$ cat src/rtl/acc_seq_pkg.sv
// Package: shared encodings for the accumulator sequencer.
// Holds the opcode field width, the opcode values, the accumulator
// source selector and the control word passed from the state machine
// to the register file. Nothing in here depends on the data width.
package acc_seq_pkg;

    localparam int OPC_W = 8;

    typedef enum logic [OPC_W-1:0] {
        OPC_LOAD  = 8'h01,
        OPC_STORE = 8'h02,
        OPC_ADD   = 8'h03,
        OPC_INC   = 8'h04,
        OPC_DEC   = 8'h05,
        OPC_HALT  = 8'hFF
    } opc_e;

    typedef enum logic [1:0] {
        ACC_SRC_MDR = 2'd0,
        ACC_SRC_ADD = 2'd1,
        ACC_SRC_INC = 2'd2,
        ACC_SRC_DEC = 2'd3
    } acc_src_e;

    typedef enum logic [2:0] {
        ST_FETCH_ADDR,
        ST_FETCH_WAIT,
        ST_IR_LOAD,
        ST_DECODE,
        ST_OPND_WAIT,
        ST_EXECUTE,
        ST_STORE_WAIT,
        ST_HALT
    } seq_state_e;

    typedef struct packed {
        logic     mar_from_pc;
        logic     mar_from_ir;
        logic     mdr_from_mem;
        logic     mdr_from_acc;
        logic     ir_load;
        logic     pc_inc;
        logic     acc_load;
        acc_src_e acc_src;
    } seq_ctrl_t;

endpackage

$ cat src/rtl/acc_seq_alu.sv
// Module: accumulator arithmetic unit.
// Produces the next accumulator value from the current accumulator and
// the memory data register, according to the source selector.
// Assumes: purely combinational; all results wrap modulo 2^DW.
module acc_seq_alu
    import acc_seq_pkg::*;
#(
    parameter int DW = 32
) (
    input  acc_src_e        src,
    input  logic [DW-1:0]   acc,
    input  logic [DW-1:0]   mdr,
    output logic [DW-1:0]   result
);

    localparam logic [DW-1:0] ONE = {{(DW-1){1'b0}}, 1'b1};

    // Select the arithmetic result for the accumulator.
    always_comb begin
        unique case (src)
            ACC_SRC_MDR: result = mdr;
            ACC_SRC_ADD: result = acc + mdr;
            ACC_SRC_INC: result = acc + ONE;
            ACC_SRC_DEC: result = acc - ONE;
            default:     result = acc;
        endcase
    end

endmodule

$ cat src/rtl/acc_seq_regs.sv
// Module: architectural and transfer registers of the sequencer.
// Holds PC, MAR, MDR, IR and ACC. Each register loads only when the
// control word asks for it. MAR drives the memory address and MDR
// drives the write data. IR exposes its opcode field to the control.
// Assumes: synchronous active-low reset; at most one MAR and one MDR
// source is requested in any cycle.
module acc_seq_regs
    import acc_seq_pkg::*;
#(
    parameter int DW = 32,
    parameter int AW = DW - acc_seq_pkg::OPC_W
) (
    input  logic               clk,
    input  logic               rst_n,
    input  seq_ctrl_t          ctrl,
    input  logic [DW-1:0]      mem_rdata,
    input  logic [DW-1:0]      alu_result,
    output logic [AW-1:0]      pc_q,
    output logic [AW-1:0]      mar_q,
    output logic [DW-1:0]      mdr_q,
    output logic [DW-1:0]      acc_q,
    output logic [OPC_W-1:0]   opcode
);

    localparam logic [AW-1:0] PC_STEP = {{(AW-1){1'b0}}, 1'b1};

    logic [DW-1:0] ir_q;

    // Program counter: cleared on reset, stepped once per instruction.
    always_ff @(posedge clk) begin
        if (!rst_n)            pc_q <= '0;
        else if (ctrl.pc_inc)  pc_q <= pc_q + PC_STEP;
    end

    // Memory address register: takes PC for fetch or IR address for operands.
    always_ff @(posedge clk) begin
        if (!rst_n)                 mar_q <= '0;
        else if (ctrl.mar_from_pc)  mar_q <= pc_q;
        else if (ctrl.mar_from_ir)  mar_q <= ir_q[AW-1:0];
    end

    // Memory data register: captures read data or stages the accumulator.
    always_ff @(posedge clk) begin
        if (!rst_n)                  mdr_q <= '0;
        else if (ctrl.mdr_from_mem)  mdr_q <= mem_rdata;
        else if (ctrl.mdr_from_acc)  mdr_q <= acc_q;
    end

    // Instruction register: loaded from MDR once a fetch completes.
    always_ff @(posedge clk) begin
        if (!rst_n)             ir_q <= '0;
        else if (ctrl.ir_load)  ir_q <= mdr_q;
    end

    // Accumulator: loaded from the arithmetic unit when requested.
    always_ff @(posedge clk) begin
        if (!rst_n)              acc_q <= '0;
        else if (ctrl.acc_load)  acc_q <= alu_result;
    end

    assign opcode = ir_q[DW-1 -: OPC_W];

endmodule

$ cat src/rtl/acc_seq_ctrl.sv
// Module: control state machine of the sequencer.
// Steps through fetch, instruction load, decode and, where needed, an
// operand read, an execute cycle or a write. Strobes are decoded from
// the registered state, so they are stable for a whole cycle.
// Assumes: mem_ready is only meaningful while a strobe is high.
module acc_seq_ctrl
    import acc_seq_pkg::*;
(
    input  logic              clk,
    input  logic              rst_n,
    input  logic [OPC_W-1:0]  opcode,
    input  logic              mem_ready,
    output seq_ctrl_t         ctrl,
    output logic              mem_rd,
    output logic              mem_wr,
    output logic              halted
);

    seq_state_e state_q;
    seq_state_e state_d;

    // State register with synchronous active-low reset into fetch.
    always_ff @(posedge clk) begin
        if (!rst_n) state_q <= ST_FETCH_ADDR;
        else        state_q <= state_d;
    end

    // Next state, control word and memory strobes for the current state.
    always_comb begin
        state_d = state_q;
        ctrl    = '0;
        mem_rd  = 1'b0;
        mem_wr  = 1'b0;
        unique case (state_q)
            ST_FETCH_ADDR: begin
                ctrl.mar_from_pc = 1'b1;
                state_d          = ST_FETCH_WAIT;
            end
            ST_FETCH_WAIT: begin
                mem_rd = 1'b1;
                if (mem_ready) begin
                    ctrl.mdr_from_mem = 1'b1;
                    state_d           = ST_IR_LOAD;
                end
            end
            ST_IR_LOAD: begin
                ctrl.ir_load = 1'b1;
                ctrl.pc_inc  = 1'b1;
                state_d      = ST_DECODE;
            end
            ST_DECODE: begin
                state_d = ST_FETCH_ADDR;
                case (opcode)
                    OPC_LOAD, OPC_ADD: begin
                        ctrl.mar_from_ir = 1'b1;
                        state_d          = ST_OPND_WAIT;
                    end
                    OPC_STORE: begin
                        ctrl.mar_from_ir  = 1'b1;
                        ctrl.mdr_from_acc = 1'b1;
                        state_d           = ST_STORE_WAIT;
                    end
                    OPC_INC: begin
                        ctrl.acc_load = 1'b1;
                        ctrl.acc_src  = ACC_SRC_INC;
                    end
                    OPC_DEC: begin
                        ctrl.acc_load = 1'b1;
                        ctrl.acc_src  = ACC_SRC_DEC;
                    end
                    OPC_HALT: state_d = ST_HALT;
                    default:  state_d = ST_FETCH_ADDR;
                endcase
            end
            ST_OPND_WAIT: begin
                mem_rd = 1'b1;
                if (mem_ready) begin
                    ctrl.mdr_from_mem = 1'b1;
                    state_d           = ST_EXECUTE;
                end
            end
            ST_EXECUTE: begin
                ctrl.acc_load = 1'b1;
                ctrl.acc_src  = (opcode == OPC_LOAD) ? ACC_SRC_MDR : ACC_SRC_ADD;
                state_d       = ST_FETCH_ADDR;
            end
            ST_STORE_WAIT: begin
                mem_wr = 1'b1;
                if (mem_ready) state_d = ST_FETCH_ADDR;
            end
            ST_HALT: state_d = ST_HALT;
            default: state_d = ST_FETCH_ADDR;
        endcase
    end

    assign halted = (state_q == ST_HALT);

endmodule

$ cat src/rtl/acc_seq_core.sv
// Module: top of the accumulator sequencer.
// Connects the control state machine, the register file and the
// arithmetic unit. Memory address and write data come straight from
// MAR and MDR, so every memory transfer passes through them.
// Assumes: one memory access in flight at a time; memory answers each
// strobe with a one-cycle ready pulse.
module acc_seq_core
    import acc_seq_pkg::*;
#(
    parameter int DW = 32,
    parameter int AW = DW - acc_seq_pkg::OPC_W
) (
    input  logic           clk,
    input  logic           rst_n,
    output logic [AW-1:0]  mem_addr,
    output logic [DW-1:0]  mem_wdata,
    output logic           mem_rd,
    output logic           mem_wr,
    input  logic [DW-1:0]  mem_rdata,
    input  logic           mem_ready,
    output logic [DW-1:0]  acc_value,
    output logic           halted
);

    seq_ctrl_t          ctrl;
    logic [OPC_W-1:0]   opcode;
    logic [AW-1:0]      pc_q;
    logic [AW-1:0]      mar_q;
    logic [DW-1:0]      mdr_q;
    logic [DW-1:0]      acc_q;
    logic [DW-1:0]      alu_result;

    acc_seq_ctrl u_ctrl (
        .clk       (clk),
        .rst_n     (rst_n),
        .opcode    (opcode),
        .mem_ready (mem_ready),
        .ctrl      (ctrl),
        .mem_rd    (mem_rd),
        .mem_wr    (mem_wr),
        .halted    (halted)
    );

    acc_seq_regs #(.DW(DW), .AW(AW)) u_regs (
        .clk        (clk),
        .rst_n      (rst_n),
        .ctrl       (ctrl),
        .mem_rdata  (mem_rdata),
        .alu_result (alu_result),
        .pc_q       (pc_q),
        .mar_q      (mar_q),
        .mdr_q      (mdr_q),
        .acc_q      (acc_q),
        .opcode     (opcode)
    );

    acc_seq_alu #(.DW(DW)) u_alu (
        .src    (ctrl.acc_src),
        .acc    (acc_q),
        .mdr    (mdr_q),
        .result (alu_result)
    );

    assign mem_addr  = mar_q;
    assign mem_wdata = mdr_q;
    assign acc_value = acc_q;

endmodule

$ cat config.mk
export PLATFORM = sky130hd
export DESIGN_NAME = acc_seq_core
export DESIGN_NICKNAME = d
export VERILOG_FILES = /design/src/rtl/acc_seq_pkg.sv /design/src/rtl/acc_seq_alu.sv /design/src/rtl/acc_seq_regs.sv /design/src/rtl/acc_seq_ctrl.sv /design/src/rtl/acc_seq_core.sv
export SDC_FILE = /design/constraint.sdc
export NUM_CORES = 1
export LEC_CHECK = 0
export BUFFER_PORTS_ARGS = -buffer_cell sky130_fd_sc_hd__buf_2
export CORE_MARGIN = 3
export CORE_UTILIZATION = 45
export CTS_CLUSTER_DIAMETER = 30
export DETAILED_ROUTE_END_ITERATION = 10
export HOLD_SLACK_MARGIN = 0.02
export PLACE_DENSITY = 0.68
export SLEW_MARGIN = 20
export SYNTH_ARGS = -nofsm -noshare
export SYNTH_HDL_FRONTEND = slang
export SYNTH_SLANG_ARGS = --single-unit
$ cat constraint.sdc
create_clock -name clk -period 13.3 [get_ports clk]
set_input_delay 0.665 -clock clk [delete_from_list [all_inputs] [get_ports clk]]
set_output_delay 0.665 -clock clk [all_outputs]
set_load 0.05 [all_outputs]
==> results of run 1 <==
==> final timing paths <==
check                  startpoint               end  slack (ns)
setup reg to reg  u_regs.ir_q[31]  u_regs.acc_q[30]        8.43
hold / removal    u_regs.ir_q[22]   u_regs.ir_q[22]        0.45
setup / recovery  u_regs.ir_q[31]  u_regs.acc_q[30]        8.43
hold reg to reg   u_regs.ir_q[22]   u_regs.ir_q[22]        0.45
==> Yosys cell counts (5+ instances only) <==
cell type	n
a21o_1	13
a21oi_1	141
a22oi_1	33
a311oi_1	41
a31oi_1	16
and3_1	12
clkbuf_1	74
dfxtp_1	147
ha_1	33
inv_1	9
mux2i_1	5
nand2_1	248
nand2b_1	8
nand3_1	14
nand4_1	5
nor2_1	89
nor3_1	12
nor3b_1	5
nor4_1	9
o21ai_0	34
or3_1	9
xnor2_1	36
xor2_1	32
==> power breakdown <==
group | total (mW) | internal, mW | switching [mW]
Sequential | 0.475 | 0.454 | 0.0203
Combinational | 0.301 | 0.108 | 0.193
Clock | 0.471 | 0.271 | 0.200
==> cell families (layout without fill, tap and decap cells) <==
group           Yosys count  in the layout
xor+xnor                 68             68
fa+ha+maj                35             35
buf+inv                  95            178
mux                       5              5
simple gates            439            439
compound gates          316            316
flops                   147            147
==> layer usage <==
metal | GRT usage, % | share of wire (%)
met5 | 0 | 0
met4 | 8.69 | 2.1
met3 | 3.63 | 6.3
met2 | 35.2 | 44
met1 | 33.9 | 47
==> area by class of cell <==
class	instances	area, um^2
repair buffers	137	716
inverters	9	36.3
well taps	229	287
multi-input cells	863	5050
fillers	1775	8480
flip-flops and latches	147	2940
clock buffers	20	457
clock inverters	12	123
==> critical path, delay by kind of cell (launching register included) <==
| family | cells | cell delay (ns) |
|---|---|---|
| AO/OA/AOI/OAI | 9 | 2.20 |
| buffers and inverters | 2 | 0.61 |
| AND/OR/NAND/NOR | 6 | 1.27 |
| adder cells (fa/ha/maj) | 1 | 0.35 |
| flip-flops | 1 | 0.32 |
==> per-stage QoR <==
step	cells	hold WS, ns	power [mW]	worst slack, ns
floorplan	1105	0.437	0.719	8.76
global placement	1385	0.442	0.781	8.68
detailed placement	1385	0.447	0.782	8.57
CTS	1417	0.456	1.25	8.54
global route	1417	0.476	1.31	8.07
finish	1417	0.454	1.25	8.43
==> flip-flops by register name (all words and copies together), names as in the netlist <==
register        flops
u_regs.mar_q       24
u_regs.pc_q        24
u_ctrl.state_q      3
u_regs.mdr_q       32
u_regs.acc_q       32
u_regs.ir_q        32
==> metrics, run 1 <==
Compound-Gate Fraction of Synth Area 23.8%; Total GRT Usage 23.4%; Crit. End Element flop; Setup violations, final 0; most frequent cells in the layout nand2_1, dfxtp_1, a21oi_1; Avg Cell Area, Syn 7.56 um^2; die height 142 um; post-synthesis async set-or-reset flop share 0%; Vias 8188; LEAKAGE 3.90 nW; Critical Path Most Common Cell nor4_1; final estimated routing congestion in global placement 0.910; Final Max Tran Viols 0; H-tree depth 4; Max Cap Viol 0; clock slew at reported path FFs 0.06 ns; Routed WL 24.0 mm; first-pass GRT wire length 38.5 mm; Final nets 1244; Final Cycle Share 36.6%; cell at the slowest stage of the critical path nor3b_1; Reg2Reg Depth 18; drt pass-1 iters 5; flops & latches, synth 147; hold_buf cts 0; fmax 205 MHz; Setup crit start kind flop; cts repair resizes 0; Synth Area in XOR/XNOR 7.13%; fin util 53.1%; CTS tree built; Final min period 4.87 ns; worst rel slew slack 27.9%; unrepaired setup endpoints after global routing no; multiplexer area fraction after synthesis 0.599%; hpwl dp 16.4 mm; critical-path maximum fanout 35; Synth Area in Adders 5.30%; post-DR wirelength/cell 16.9 um; Die Footprint 0.0202 mm^2; commonest non-fill, non-tap cell in the layout nand2_1; Area contributors post-synth dfxtp_1, nand2_1, a21oi_1, ha_1, a311oi_1; ant diodes 0; final instance area 0.00961 mm^2; Detail Route Antenna Nets 0; post-synth top area share 35.2%; outcome completed; share of cells above drive strength 1 16.0%; Synth Cell Area 0.00836 mm^2; worst skew pair latency 0.43 ns; largest net degree at the start of global routing 82; Iter 0 DRT Violations 602; arrival time at the worst endpoint 5.20 ns; Crit path required time 13.63 ns; # DRC 0; top cell type by total area after synthesis dfxtp_1; Hold/Removal Path Class reg -> reg; vias in the first global route 7277; Vias/cell 5.78; PortBufs 125; CP max stage delay 0.36 ns; area grow syn2layout 15.0%; TritonCTS Buffers 17; worst hold stages 2; Mapped Nets 1174; Initial Utilization 46.2%; P per Cell Area 130 mW/mm^2; Worst Tran Pin Value 1.08 ns; CTS max path bufs 2; Chip Width 142 um; largest family of logic cells by synthesized area compound AO/OA/AOI/OAI gates; Hold Fails Final Rpt 0; Ys Warns 0; setup TNS 0 ns; WS Path Type reg -> reg; EDFF count, synth 0; area post-placement 0.00903 mm^2; maximum vdd drop 0.000100 V; Core Region 0.0181 mm^2; CTS Root Cell clkbuf_16; post-CTS setup buffer count 0; total grt overflow 0; critical path cell sequence nor4_1 -> nor3b_1 -> nand3_1 -> buf_4 -> nor2_2 -> buf_4 -> a21oi_1 -> ha_1 -> a21o_1 -> a21o_1 -> a31o_2 -> a21oi_1 -> o21ai_0 -> a221oi_2 -> o21ai_1 -> a211oi_1 -> nor4_1 -> nor4_1; Rows 49; Post-Route Skew 0.00925 ns; sequential area share after synthesis 35.2%; antenna violations before repair 0; Synth Area in Simple Gates 23.2%; # IOs 126; unique cell type count in the Yosys netlist 67; Post-synth top flop dfxtp_1; Clock Sinks 147; post-synthesis cell count 1105
No activity file was read; power rests on OpenSTA's default activity.
==> run 2: changes to the inputs <==
==> constraint.sdc (replaced) <==
create_clock -name clk -period 4.5 [get_ports clk]
set_input_delay 0.225 -clock clk [delete_from_list [all_inputs] [get_ports clk]]
set_output_delay 0.225 -clock clk [all_outputs]
set_load 0.05 [all_outputs]
==> metrics, run 2 (synthesized netlist as in run 1, its figures left out) <==
Vias 8313; first-pass GRT wire length 40.3 mm; Crit path required time 4.85 ns; DR top layer met4; antenna violations before repair 0; post-DR wirelength/cell 17.2 um; worst rel slew slack 30.8%; Final Cycle Share 94.3%; TritonCTS Buffers 17; LEAKAGE 4.11 nW; most frequent cells in the layout nand2_1, dfxtp_1, a21oi_1; area post-placement 0.00929 mm^2; Detail Route Antenna Nets 0; share of cells above drive strength 1 19.0%; worst skew pair latency 0.42 ns; wire length on met1 11.4 mm; Total GRT Usage 24.4%; met3 wire len 1.93 mm; Hold Fails Final Rpt 0; die height 142 um; CTS Root Cell clkbuf_16; Final min period 4.24 ns; # DRC 0; commonest non-fill, non-tap cell in the layout nand2_1; Setup violations, final 0; Post-Route Skew 0.00807 ns; arrival time at the worst endpoint 4.59 ns; P per Cell Area 391 mW/mm^2; Routed WL 25.0 mm; hpwl dp 17.5 mm; CTS tree built; Clock Sinks 147; area grow syn2layout 19.2%; met2 WL 11.2 mm; Vias/cell 5.72; outcome completed; Initial Utilization 46.2%; hold_buf cts 0; WS Path Type reg -> reg; Crit. End Element flop; CTS max path bufs 2; drt pass-1 iters 6; ant diodes 0; Die Footprint 0.0202 mm^2; final instance area 0.00996 mm^2; fin util 55.1%; fmax 236 MHz; total grt overflow 0; H-tree depth 4; Hold/Removal Path Class in -> reg; Setup crit start kind flop; Rows 49; maximum vdd drop 0.000396 V; clock slew at reported path FFs 0.06 ns; Chip Width 142 um; final estimated routing congestion in global placement 0.949; PortBufs 125; critical-path maximum fanout 7; Max Cap Viol 0; Iter 0 DRT Violations 810; vias in the first global route 7673; Final Max Tran Viols 0; Core Region 0.0181 mm^2; # IOs 126; Largest regs u_regs.acc_q x32, u_regs.ir_q x32, u_regs.mdr_q x32; largest net degree at the start of global routing 102; Final nets 1280; Worst Tran Pin Value 1.04 ns
==> run 2: cell types whose count changed in the layout (fill, tap and decap cells not counted), sizes merged <==
cell,previous run,this run
buf,137,173
bufinv,1,4
clkinv,6,4
clkbuf,20,19
clkinvlp,2,1
inv,12,13
==> run 2: final cells by class <==
| cell class | instances | area (um^2) |
|---|---|---|
| Fill cell | 1685 | 8130 |
| Multi-Input combinational cell | 863 | 5070 |
| Sequential cell | 147 | 2950 |
| Timing Repair Buffer | 173 | 986 |
| Clock buffer | 19 | 433 |
| Tap cell | 229 | 287 |
| Clock inverter | 13 | 199 |
| Inverter | 9 | 36.3 |
==> run 2: critical path: stages, from the launching register on <==
cell and delay [ns]:
dfxtp_2 0.31, or4_4 0.55, or3_4 0.36, or2_4 0.25, nand2b_4 0.16, nor2_2 0.07, nand2_1 0.08, or2_4 0.28
nor4_4 0.16, xnor2_1 0.17, a21oi_1 0.11, ha_1 0.33, buf_4 0.17, nand2_1 0.09, o21ai_0 0.11, a2111oi_2 0.29
nand2_1 0.11, a31oi_2 0.22, xnor2_1 0.14, nand2_1 0.06, a31oi_1 0.16
==> run 2: what timing repair did <==
| item | 4_1_cts | 5_1_grt |
|---|---|---|
| setup buffers | 0 | 1 |
| resized for setup | 0 | 8 |
| setup endpoints to repair | 0 | 7 |
==> run 2: worst paths after layout <==
check,startpoint,endpoint,slack (ns),cells past startpoint
setup / recovery,u_regs.mdr_q[8],u_regs.acc_q[31],0.26,20
hold / removal,mem_rdata[27],u_regs.mdr_q[27],0.08,3
setup reg to reg,u_regs.mdr_q[8],u_regs.acc_q[31],0.26,20
hold reg to reg,u_regs.ir_q[22],u_regs.ir_q[22],0.46,2
==> run 2: routing by layer <==
layer	track usage (%)	vias to the layer above
met1	34.4	3877
met4	7.63	0
li1	-	4109
met5	0	-
met3	4.70	31
met2	37.9	296
==> run 2: power breakdown <==
part | switching [mW] | leakage, nW | total (mW) | internal (mW)
clock | 0.599 | 0.306 | 1.54 | 0.941
sequential | 0.0418 | 1.19 | 1.38 | 1.34
combinational | 0.607 | 2.61 | 0.969 | 0.363
total | 1.25 | 4.11 | 3.89 | 2.65
==> run 2: per-stage QoR <==
stage,TNS (ns),hold WS (ns),std cells,setup WS [ns],total power [mW]
6_report,0,0.0757,1453,0.258,3.89
5_1_grt,-0.00637,0.0690,1453,-0.00637,4.06
4_1_cts,0,0.0609,1452,0.170,3.90
3_5_place_dp,0,0.448,1420,0.175,2.36
3_3_place_gp,0,0.444,1420,0.272,2.36
2_1_floorplan,0,0.409,1105,0.0813,2.13
